==> config.mk <==
export PLATFORM = sky130hd
export DESIGN_NAME = bufdec_cell
export DESIGN_NICKNAME = d
export VERILOG_FILES = /design/src/rtl/bcell_pkg.sv /design/src/rtl/lane_group.sv /design/src/rtl/dec_tree.sv /design/src/rtl/bufdec_cell.sv
export SDC_FILE = /design/constraint.sdc
export NUM_CORES = 1
export LEC_CHECK = 0
export ABC_AREA = 1
export BUFFER_PORTS_ARGS = -buffer_cell sky130_fd_sc_hd__buf_2
export CAP_MARGIN = 20
export CORE_ASPECT_RATIO = 1.25
export CORE_UTILIZATION = 38
export DETAILED_ROUTE_END_ITERATION = 12
export PLACE_DENSITY = 0.93
export SYNTH_ARGS = -nofsm -noshare
export SYNTH_HDL_FRONTEND = slang
export SYNTH_SLANG_ARGS = --single-unit
==> constraint.sdc <==
create_clock -name vclk -period 1.85
set_clock_uncertainty 0.2 [all_clocks]
set_input_delay 0.2775 -clock vclk [all_inputs]
set_output_delay 0.2775 -clock vclk [all_outputs]
set_load 0.01 [all_outputs]
==> src/rtl/bcell_pkg.sv <==
`timescale 1ns/1ps
package bcell_pkg;
  localparam int NIB_W  = 4;
  localparam int PAIR_W = 2;
  localparam int N_GRP  = 3;
  localparam int LANES  = 2 * NIB_W + PAIR_W;
  localparam int RT_W   = 3;
  localparam int ES_W   = 2;

  typedef enum logic [RT_W-1:0] {
    RT_L2R = 3'd0,
    RT_R2L = 3'd1,
    RT_C2L = 3'd2,
    RT_C2R = 3'd3,
    RT_C2B = 3'd4
  } route_e;

  typedef enum logic [ES_W-1:0] {
    ES_CTL   = 2'd0,
    ES_CTL_N = 2'd1,
    ES_ON    = 2'd2,
    ES_DEC   = 2'd3
  } ensel_e;
endpackage

==> src/rtl/lane_group.sv <==
`timescale 1ns/1ps
module lane_group
  import bcell_pkg::*;
#(
  parameter int W = 4
) (
  input  logic            is_dec,
  input  logic [RT_W-1:0] route,
  input  logic            en,
  input  logic [W-1:0]    l_in,
  input  logic [W-1:0]    r_in,
  input  logic [W-1:0]    c_in,
  output logic [W-1:0]    l_out,
  output logic [W-1:0]    l_oe,
  output logic [W-1:0]    r_out,
  output logic [W-1:0]    r_oe
);
  logic         l_drv, r_drv, l_act, r_act;
  logic [W-1:0] l_src, r_src;

  always_comb begin
    l_drv = 1'b0;
    r_drv = 1'b0;
    l_src = '0;
    r_src = '0;
    case (route)
      RT_L2R: begin r_drv = 1'b1; r_src = l_in; end
      RT_R2L: begin l_drv = 1'b1; l_src = r_in; end
      RT_C2L: begin l_drv = 1'b1; l_src = c_in; end
      RT_C2R: begin r_drv = 1'b1; r_src = c_in; end
      RT_C2B: begin
        l_drv = 1'b1; l_src = c_in;
        r_drv = 1'b1; r_src = c_in;
      end
      default: ;
    endcase
    l_act = l_drv & en & ~is_dec;
    r_act = r_drv & en & ~is_dec;
    l_oe  = {W{l_act}};
    r_oe  = {W{r_act}};
    l_out = l_act ? l_src : '0;
    r_out = r_act ? r_src : '0;
  end

  // guards at the group boundary
  always_comb begin
    a_r1_dec_silent: assert (!(is_dec && ((|l_oe) || (|r_oe))))
      else $error("decoder group drives a lane");
    a_r3_idle_zero: assert (((l_out & ~l_oe) == '0) && ((r_out & ~r_oe) == '0))
      else $error("disabled lane not zero");
  end
endmodule

==> src/rtl/dec_tree.sv <==
`timescale 1ns/1ps
module dec_tree
  import bcell_pkg::*;
(
  input  logic [N_GRP-1:0] is_dec,
  input  logic [LANES-1:0] c_in,
  input  logic             use_or,
  input  logic             inv,
  output logic             dec
);
  localparam int OFF_B = NIB_W;
  localparam int OFF_C = 2 * NIB_W;

  logic [N_GRP-1:0] term, feed;
  logic             comb;

  always_comb begin
    term[0] = &c_in[0 +: NIB_W];
    term[1] = &c_in[OFF_B +: NIB_W];
    term[2] = &c_in[OFF_C +: PAIR_W];
    for (int g = 0; g < N_GRP; g++)
      feed[g] = is_dec[g] ? term[g] : ~use_or;
    comb = use_or ? (|feed) : (&feed);
    dec  = comb ^ inv;
  end
endmodule

==> src/rtl/bufdec_cell.sv <==
`timescale 1ns/1ps
module bufdec_cell
  import bcell_pkg::*;
(
  input  logic [2:0] grp_mode,
  input  logic [2:0] route_a,
  input  logic [2:0] route_b,
  input  logic [2:0] route_c,
  input  logic [1:0] ensel_a,
  input  logic [1:0] ensel_b,
  input  logic       dec_gate,
  input  logic       comb_or,
  input  logic       dec_inv,
  input  logic       oe_ctl,
  input  logic [9:0] l_in,
  input  logic [9:0] r_in,
  input  logic [9:0] c_in,
  output logic [9:0] l_out,
  output logic [9:0] l_oe,
  output logic [9:0] r_out,
  output logic [9:0] r_oe,
  output logic       dec_out
);
  localparam int GW  [N_GRP] = '{NIB_W, NIB_W, PAIR_W};
  localparam int GOFF[N_GRP] = '{0, NIB_W, 2 * NIB_W};

  logic [RT_W-1:0]  rt  [N_GRP];
  logic [N_GRP-1:0] grp_en;
  logic             dec_en;

  dec_tree u_tree (
    .is_dec (grp_mode),
    .c_in   (c_in),
    .use_or (comb_or),
    .inv    (dec_inv),
    .dec    (dec_out)
  );

  function automatic logic pick_en(input logic [ES_W-1:0] sel, input logic ctl,
                                   input logic dsrc);
    case (ensel_e'(sel))
      ES_CTL:   pick_en = ctl;
      ES_CTL_N: pick_en = ~ctl;
      ES_ON:    pick_en = 1'b1;
      default:  pick_en = dsrc;
    endcase
  endfunction

  always_comb begin
    rt[0]     = route_a;
    rt[1]     = route_b;
    rt[2]     = route_c;
    dec_en    = dec_out & (oe_ctl | ~dec_gate);
    grp_en[0] = pick_en(ensel_a, oe_ctl, dec_en);
    grp_en[1] = pick_en(ensel_b, oe_ctl, dec_en);
    grp_en[2] = 1'b1;
  end

  for (genvar g = 0; g < N_GRP; g++) begin : g_grp
    lane_group #(.W(GW[g])) u_grp (
      .is_dec (grp_mode[g]),
      .route  (rt[g]),
      .en     (grp_en[g]),
      .l_in   (l_in [GOFF[g] +: GW[g]]),
      .r_in   (r_in [GOFF[g] +: GW[g]]),
      .c_in   (c_in [GOFF[g] +: GW[g]]),
      .l_out  (l_out[GOFF[g] +: GW[g]]),
      .l_oe   (l_oe [GOFF[g] +: GW[g]]),
      .r_out  (r_out[GOFF[g] +: GW[g]]),
      .r_oe   (r_oe [GOFF[g] +: GW[g]])
    );
  end

  always_comb begin
    // buffering pair with a live route always drives
    a_r5_pair_on: assert (grp_mode[2] || (route_c > 3'd4) ||
                          ((l_oe[9:8] | r_oe[9:8]) != 2'b00))
      else $error("pair group not driving");
    // all-buffer decode is a constant set only by combiner type and inversion
    a_r8_const: assert ((grp_mode != 3'b000) || (dec_out == (comb_or == dec_inv)))
      else $error("all-buffer decode not constant");
    // decoder-sourced nibble is off while the decode output is low
    a_r4_dec_off: assert (!(ensel_a == 2'd3 && !dec_out) ||
                          ((l_oe[3:0] | r_oe[3:0]) == 4'h0))
      else $error("nibble A drives with decode low");
    // gated decoder enable is off while the shared control is low
    a_r9_gate_off: assert (!(ensel_b == 2'd3 && dec_gate && !oe_ctl) ||
                           ((l_oe[7:4] | r_oe[7:4]) == 4'h0))
      else $error("nibble B drives with gate low");
  end
endmodule

; ---- Word-level counts from Yosys, hierarchy flattened
; Cells that the tools add are included.
[classes]
bitwise = 19
eq_ne = 16
n_mux = 24
n_reduce_logical = 22
[op_table]
columns = operator, n
row1 = one-hot mux 4 bit (2 select lines), 4
row2 = OR reduction 3 bit, 7
row3 = == test 3 x 2 -> 1 bit (second input constant), 6
row4 = two-way mux 4 bit, 4
row5 = OR reduction 2 bit, 6
row6 = bitwise AND 1 bit, 11
row7 = two-way mux 1 bit, 10
row8 = == test 3 x 1 -> 1 bit (second input constant), 3
row9 = == test 3 bit (second input constant), 3
row10 = logical NOT 3 bit, 3
row11 = one-hot mux 2 bit (2 select lines), 2
row12 = AND reduction 4 bit, 2
row13 = NOT 1 bit, 6
row14 = one-hot mux 1 bit (3 select lines), 2
row15 = == test 2 x 1 -> 1 bit (second input constant), 2
row16 = == test 2 bit (second input constant), 2
row17 = logical NOT 2 bit, 2
row18 = two-way mux 2 bit, 2
row19 = AND reduction 3 bit, 1
row20 = AND reduction 2 bit, 1
row21 = OR 1 bit, 1
row22 = bitwise XOR 1 bit, 1
[word_totals]
out_inout_bits = 41
in_bits = 50
elab_cells = 81
register_bits = 0

; ---- Logic depth before layout (Yosys ltp)
; Gate-level depths: netlist (run 1).
[depth]
ltp_word = 10
depth_mapped = 13
depth_no_buf = 12

; ---- By module
; A second synthesis (run 1) with hierarchy kept.
[unflattened]
hier_cells = 207
hier_area_um2 = 959.7
[by_module_without_submodules]
columns = module, cells_per_inst, area_per_inst_um2, seq_area_each_um2, n_inst
row1 = lane_group at g_grp[0].u_grp ..., 63, 289.0, 0.0, 2
row2 = lane_group at g_grp[2].u_grp, 42, 215.2, 0.0, 1
row3 = dec_tree, 26, 102.6, 0.0, 1
row4 = bufdec_cell, 13, 63.8, 0.0, 1

; ---- Least setup slack after synthesis (run 1)
; No wires, ideal clock.
[synth_path]
kind = input-to-output
start = input port route_a[0]
end = output port r_out[0]
stages = 5
setup_slack_ns = 0.169
t_arrival_ns = 1.203
cell_sequence = buf_6 or2_1 o21ai_0 a22oi_1 nor2_1
[synth_via]
elab_chain_cells = 6
elab_cells_between_ends = 10
cone_classes = eq/ne (2) / mux (3) / bitwise (2) / reduce/logical (3)
[synth_lines]
columns = item, line_no
row1 = from (decl), bufdec_cell.sv:6  ; input logic [2:0] route_a,
row2 = == test 3 x 2 -> 1 bit (tied with other cells), lane_group.sv:26  ; case (route)
row3 = OR reduction 3 bit (no line), n/a
row4 = two-way mux 1 bit, lane_group.sv:26
row5 = bitwise AND 1 bit (2 in a row), lane_group.sv:38  ; r_act = r_drv & en & ~is_dec;
row6 = two-way mux 4 bit *, lane_group.sv:42  ; r_out = r_act ? r_src : '0;
row7 = to (decl), bufdec_cell.sv:20  ; output logic [9:0] r_out,
; Mark *: on every way between the ends. The rest lies on a longest branch, timed or not.

; ---- Worst setup path after layout (run 1)
[layout_path]
start = input port c_in[6]
end = output port l_out[6]
[layout_via]
elab_chain_cells = 10
elab_cells_between_ends = 12
cone_classes = mux (5) / bitwise (4) / reduce/logical (3)
[layout_lines]
columns = item, line_no
row1 = from (decl), bufdec_cell.sv:17  ; input logic [9:0] c_in,
row2 = AND reduction 4 bit, dec_tree.sv:19  ; term[1] = &c_in[OFF_B +: NIB_W];
row3 = two-way mux 1 bit, dec_tree.sv:22  ; feed[g] = is_dec[g] ? term[g] : ~use_or;
row4 = AND reduction 3 bit / OR reduction 3 bit (equally long branches), dec_tree.sv:23  ; comb = use_or ? (|feed) : (&feed);
row5 = two-way mux 1 bit, dec_tree.sv:23
row6 = bitwise XOR 1 bit, dec_tree.sv:24  ; dec = comb ^ inv;
row7 = bitwise AND 1 bit, bufdec_cell.sv:53  ; dec_en = dec_out & (oe_ctl | ~dec_gate);
row8 = one-hot mux 1 bit (3 select lines), bufdec_cell.sv:41  ; case (ensel_e'(sel))
row9 = bitwise AND 1 bit (2 in a row), lane_group.sv:37  ; l_act = l_drv & en & ~is_dec;
row10 = two-way mux 4 bit *, lane_group.sv:41  ; l_out = l_act ? l_src : '0;
row11 = to (decl), bufdec_cell.sv:18  ; output logic [9:0] l_out,
; Marks and branches as above.

==> results.yml, run 1 <==
status:
  status: "complete, but fails checks"
  failed_checks: "negative setup slack"
grt:
  grt_max_degree: 9
  antenna_violations_before_repair: 0
  number_of_global_route_vias_before_repair: 1354
  globalRoute.totalOverflow: 0
  groute.usage.overall_pct: 26.0
  grt_first_pass_wirelength_mm: 5.35
floorplanning:
  floorplan.core_area_um2: 2260
  die_w_um: 46.1
  die_h_um: 57.2
  placementRows: 19
  io-pin-count: 91
  die_area_um2: 2640
  floorplan.initialDensity_pct: 40.9
synthesis:
  yosysSeqAreaShare_pct: 0
  most_common_cell_in_the_synthesized_netlist: "sky130_fd_sc_hd__nand2_1"
  synthesis.yosys.warnings: 0
  synth_area_um2: 925
  netlist_instances: 185
  syn-mean-instance-area_um2: 5.00
  synth_top_cells_by_area: "sky130_fd_sc_hd__buf_4, sky130_fd_sc_hd__nand2_1, sky130_fd_sc_hd__inv_1, sky130_fd_sc_hd__nor2_1, sky130_fd_sc_hd__nand3_1"
  synthesis.nets: 235
  synth_top_cells_by_count: "sky130_fd_sc_hd__nand2_1, sky130_fd_sc_hd__inv_1, sky130_fd_sc_hd__nor2_1, sky130_fd_sc_hd__buf_4, sky130_fd_sc_hd__nand3_1"
  synth_top_area_cell: "sky130_fd_sc_hd__buf_4"
  synth_cell_types: 18
  area_share_of_the_leading_cell_type_in_the_synthesized_netlist_pct: 16.2
timing:
  final_worst_path_cycle_share_pct: 120
  final_hold_viol_count: 0
  min_period_ps: 2220
  timing.slew.headroom_pct: 72.1
  setup_ws_ps: -371
  fin_hold_ws_ps: 679
  setup_repair_after_global_routing_missed_its_margin: "yes"
  timing_worst_slew_pin_value_ps: 416
  finalSetupViolations: 32
  max_freq_mhz: 450
  timing_max_transition_violations_final: 0
power_and_ir_drop:
  power_switching_mw: 0.225
  intPower_mw: 0.178
  clockPowerShare_pct: 0
  comb_power_share_pct: 100.0
  p_leak_nw: 0.983
  ratio_of_total_power_to_cell_area_nw_per_um2: 239
  switching_share_pct: 55.8
  share_seq_of_total_power_pct: 0
  worst_ir_drop_vdd_mv: 0.116
hold_path:
  holdCritPathClass: "input pin to primary output"
placed_design:
  place_area_um2: 1360
  place_inst: 300
  placement.setup.worst_slack_ps: -74.3
  gp_routability_congestion: 0.925
  place_hpwl_mm: 2.29
  port-buffer-count: 91
layout:
  nFlopsAndLatches: 0
  area_growth_syn_to_layout_pct: 82.5
  regArea_um2: 0
  drive_gt1_share_pct: 55.0
  n_clock_buffer: 0
  nets: 323
  layout.core_utilization_pct: 74.7
  stdcell_count: 302
  finish.instance_area_um2: 1690
  antenna-diode-count: 0
critical_path:
  end_kind: "primary output"
  critPathRequiredTime_ps: 1370
  worst-endpoint-arrival_ps: 1740
  startpoint_type: "input pin"
  path_max_fanout: 5
  critPathKind: "input pin to primary output"
drt:
  drt-vias-per-instance: 5.72
  routed_wirelength_mm: 5.25
  dr_iter_0_viols: 179
  routedWlPerCell_um: 17.4
  first_pass_iters: 5
  route.vias.total: 1727
  drc: 0
  drt.antenna.violating_nets: 0
run:
  timing.max_cap.violations: 0
==> through the flow <==
step	total power, mW	TNS, ps
2_1_floorplan	0.170	0
3_3_place_gp	0.270	-877
3_5_place_dp	0.275	-1680
4_1_cts	0.328	-1190
5_1_grt	0.429	-9530
6_report	0.403	-8440
==> cell type report <==
| type | count | area [um^2] |
|---|---|---|
| fill | 136 | 571 |
| multi-input combinational | 128 | 749 |
| tap | 31 | 38.8 |
| timing repair buffer | 108 | 756 |
| inverter | 35 | 144 |
==> worst paths after layout <==
path                  startpoint       end  slack (ps)  cells past startpoint
worst max-delay path     c_in[6]  l_out[6]        -370                     14
worst min-delay path     l_in[9]  r_out[9]         680                      4
==> critical path, cell delays in order <==
cell                      delay [ps]
sky130_fd_sc_hd__buf_8            90
sky130_fd_sc_hd__nand2_2          50
sky130_fd_sc_hd__nor2_1          200
sky130_fd_sc_hd__nand2_1         100
sky130_fd_sc_hd__nand2_1          80
sky130_fd_sc_hd__nand2_1          70
sky130_fd_sc_hd__nand2_2          90
sky130_fd_sc_hd__nand2_2          70
sky130_fd_sc_hd__nand2_4          70
sky130_fd_sc_hd__nand3_4          90
sky130_fd_sc_hd__nand2_4         100
sky130_fd_sc_hd__nand3_4         120
sky130_fd_sc_hd__nor2_1          190
sky130_fd_sc_hd__buf_2           160
==> placed cells by master, fill, tap and decap left out, types with 7 or more instances in the layout <==
master / netlist / routed
sky130_fd_sc_hd__buf_6: 2 / 18
sky130_fd_sc_hd__nand2_1: 38 / 32
sky130_fd_sc_hd__a22oi_1: 10 / 10
sky130_fd_sc_hd__buf_4: 20 / 21
sky130_fd_sc_hd__nand3_1: 19 / 18
sky130_fd_sc_hd__buf_2: 0 / 64
sky130_fd_sc_hd__nor2_2: 0 / 10
sky130_fd_sc_hd__inv_1: 32 / 25
sky130_fd_sc_hd__nor2_1: 29 / 17
sky130_fd_sc_hd__a21oi_1: 7 / 7
sky130_fd_sc_hd__nand2_2: 6 / 8
==> cell families after synthesis <==
family / Yosys count / synth area share, %
AO/OA/AOI/OAI: 26 / 16.9
buffers and inverters: 57 / 32.9
AND/OR/NAND/NOR: 102 / 50.2
==> power groups by stage <==
| stage | Clock, mW | Combinational (mW) | Sequential (mW) |
|---|---|---|---|
| 2_1_floorplan | 0 | 0.170 | 0 |
| 3_3_place_gp | 0 | 0.270 | 0 |
| 3_5_place_dp | 0 | 0.275 | 0 |
| 4_1_cts | 0 | 0.328 | 0 |
| 5_1_grt | 0 | 0.429 | 0 |
| 6_report | 0 | 0.403 | 0 |
==> routing by layer <==
metal,global-route usage [%],vias to the layer above,part of all wire (%)
met4,5.88,0,7.9
met2,49.7,195,46
met5,0,-,0
li1,-,744,-
met1,27.5,729,32
met3,5.06,59,14
==> timing repair <==
item | CTS | global route
pin swaps | 13 | 16
gates cloned | 0 | 0
resized for setup | 42 | 36
hold endpoints to repair | 0 | 0
setup buffers | 1 | 1
hold buffers | 0 | 0
setup endpoints to repair | 32 | 32
Power figures use the tool's default switching activity.
==> inputs of run 2 (changes only) <==
--- a/config.mk
+++ b/config.mk
@@ -6,12 +6,12 @@
 export NUM_CORES = 1
 export LEC_CHECK = 0
 export ABC_AREA = 1
-export BUFFER_PORTS_ARGS = -buffer_cell sky130_fd_sc_hd__buf_2
 export CAP_MARGIN = 20
 export CORE_ASPECT_RATIO = 1.25
-export CORE_UTILIZATION = 38
+export CORE_UTILIZATION = 55
 export DETAILED_ROUTE_END_ITERATION = 12
-export PLACE_DENSITY = 0.93
+export DONT_BUFFER_PORTS = 1
+export PLACE_DENSITY = 0.79
 export SYNTH_ARGS = -nofsm -noshare
 export SYNTH_HDL_FRONTEND = slang
 export SYNTH_SLANG_ARGS = --single-unit
==> results.yml, run 2 (synthesis results as in run 1) <==
grt:
  groute.usage.overall_pct: 21.4
  grt_max_degree: 9
  globalRoute.totalOverflow: 0
  grt_first_pass_wirelength_mm: 2.99
  number_of_global_route_vias_before_repair: 814
  antenna_violations_before_repair: 0
drt:
  topRoutingLayerUsed: "met4"
  dr_iter_0_viols: 19
  routedWlPerCell_um: 13.0
  routed_wirelength_mm: 2.44
  wl_met3_um: 163
  met1_length_um: 852
  drt-vias-per-instance: 5.79
  first_pass_iters: 4
  drc: 0
  wl_met2_mm: 1.41
  drt.antenna.violating_nets: 0
  route.vias.total: 1083
timing:
  fin_hold_ws_ps: 493
  timing.slew.headroom_pct: 69.2
  min_period_ps: 1800
  final_worst_path_cycle_share_pct: 97.3
  timing_max_transition_violations_final: 0
  setup_repair_after_global_routing_missed_its_margin: "yes"
  max_freq_mhz: 556
  timing_worst_slew_pin_value_ps: 457
  final_hold_viol_count: 0
  finalSetupViolations: 0
floorplanning:
  placementRows: 16
  die_h_um: 47.8
  floorplan.core_area_um2: 1560
  die_w_um: 38.7
  io-pin-count: 91
  floorplan.initialDensity_pct: 59.2
  die_area_um2: 1850
power_and_ir_drop:
  ratio_of_total_power_to_cell_area_nw_per_um2: 206
  worst_ir_drop_vdd_mv: 0.0930
  p_total_mw: 0.203
  p_leak_nw: 0.490
placed_design:
  port-buffer-count: 0
  gp_routability_congestion: 0.667
  place_hpwl_mm: 1.95
layout:
  multi_input_area_um2: 732
  area_growth_syn_to_layout_pct: 6.36
  fill_cells: 157
  most_common_cell_after_layout_fill_and_taps_aside: "sky130_fd_sc_hd__nand2_1"
  drive_gt1_share_pct: 23.7
  nets: 221
  nFlopsAndLatches: 0
  top_library_cells_by_usage_in_the_layout_fill_and_taps_aside: "sky130_fd_sc_hd__nand2_1, sky130_fd_sc_hd__inv_1, sky130_fd_sc_hd__nand3_1"
  antenna-diode-count: 0
  regArea_um2: 0
  n_clock_buffer: 0
hold_path:
  hold_path.startpoint: "l_in[8]"
  worstHoldPathCells: 2
  holdCritPathClass: "input pin to primary output"
critical_path:
  worst-endpoint-arrival_ps: 1320
  path_max_fanout: 5
  startpoint_type: "input pin"
  critPathLaunch: "c_in[6]"
  critPathKind: "input pin to primary output"
  end_kind: "primary output"
  critPathRequiredTime_ps: 1370
run:
  timing.max_cap.violations: 0
cts:
  cts.repair_timing.setup_buffer_count: 0
  postCtsHoldBufs: 0
  postCtsResizedCells: 0
status:
  status: "complete, no violations"
-- run 2: changes by cell type in the layout (fill, tap and decap cells not counted), sizes merged --
cell,change
buf,-102
-- run 2: worst paths after layout --
path and end:
max r_oe[7], min r_out[8]
-- run 2: layout make-up --
type / count / area share (%)
multi-input cells: 128 / 74.4
inverters: 35 / 13.6
repair buffers: 6 / 9.67
well taps: 18 / 2.29
-- run 2: worst max-delay path, stage by stage --
cell                      delay (ps)
sky130_fd_sc_hd__nand2_8          40
sky130_fd_sc_hd__nor2_4           80
sky130_fd_sc_hd__nand2_1          50
sky130_fd_sc_hd__nand2_1          60
sky130_fd_sc_hd__nand2_1          60
sky130_fd_sc_hd__nand2_2          80
sky130_fd_sc_hd__nand2_2          60
sky130_fd_sc_hd__nand2_2          90
sky130_fd_sc_hd__nand3_4          90
sky130_fd_sc_hd__nand2_4         110
sky130_fd_sc_hd__nand3_4         110
sky130_fd_sc_hd__inv_2           100
sky130_fd_sc_hd__buf_12          120
-- run 2: per-stage QoR --
step / util [%] / TNS [ps] / worst slack (ps) / instance area (um^2) / instances
finish: 63.0 / 0 / 50.9 / 983 / 187
global placement: 55.7 / 0 / 84.7 / 870 / 187
global route: 63.0 / -1240 / -67.5 / 983 / 187
CTS: 55.7 / 0 / 34.6 / 870 / 187
detailed placement: 55.7 / 0 / 40.7 / 870 / 187
floorplan: - / 0 / 169 / 925 / 185
-- run 2: power breakdown --
group | internal (mW) | total, mW | switching [mW]
Clock | 0 | 0 | 0
Combinational | 0.0776 | 0.203 | 0.125
Sequential | 0 | 0 | 0
-- run 2: metal layers --
layer | track usage, % | up-vias
met5 | 0 | -
met1 | 20.3 | 484
li1 | - | 534
met3 | 0.930 | 4
met2 | 49.7 | 61
met4 | 0.690 | 0
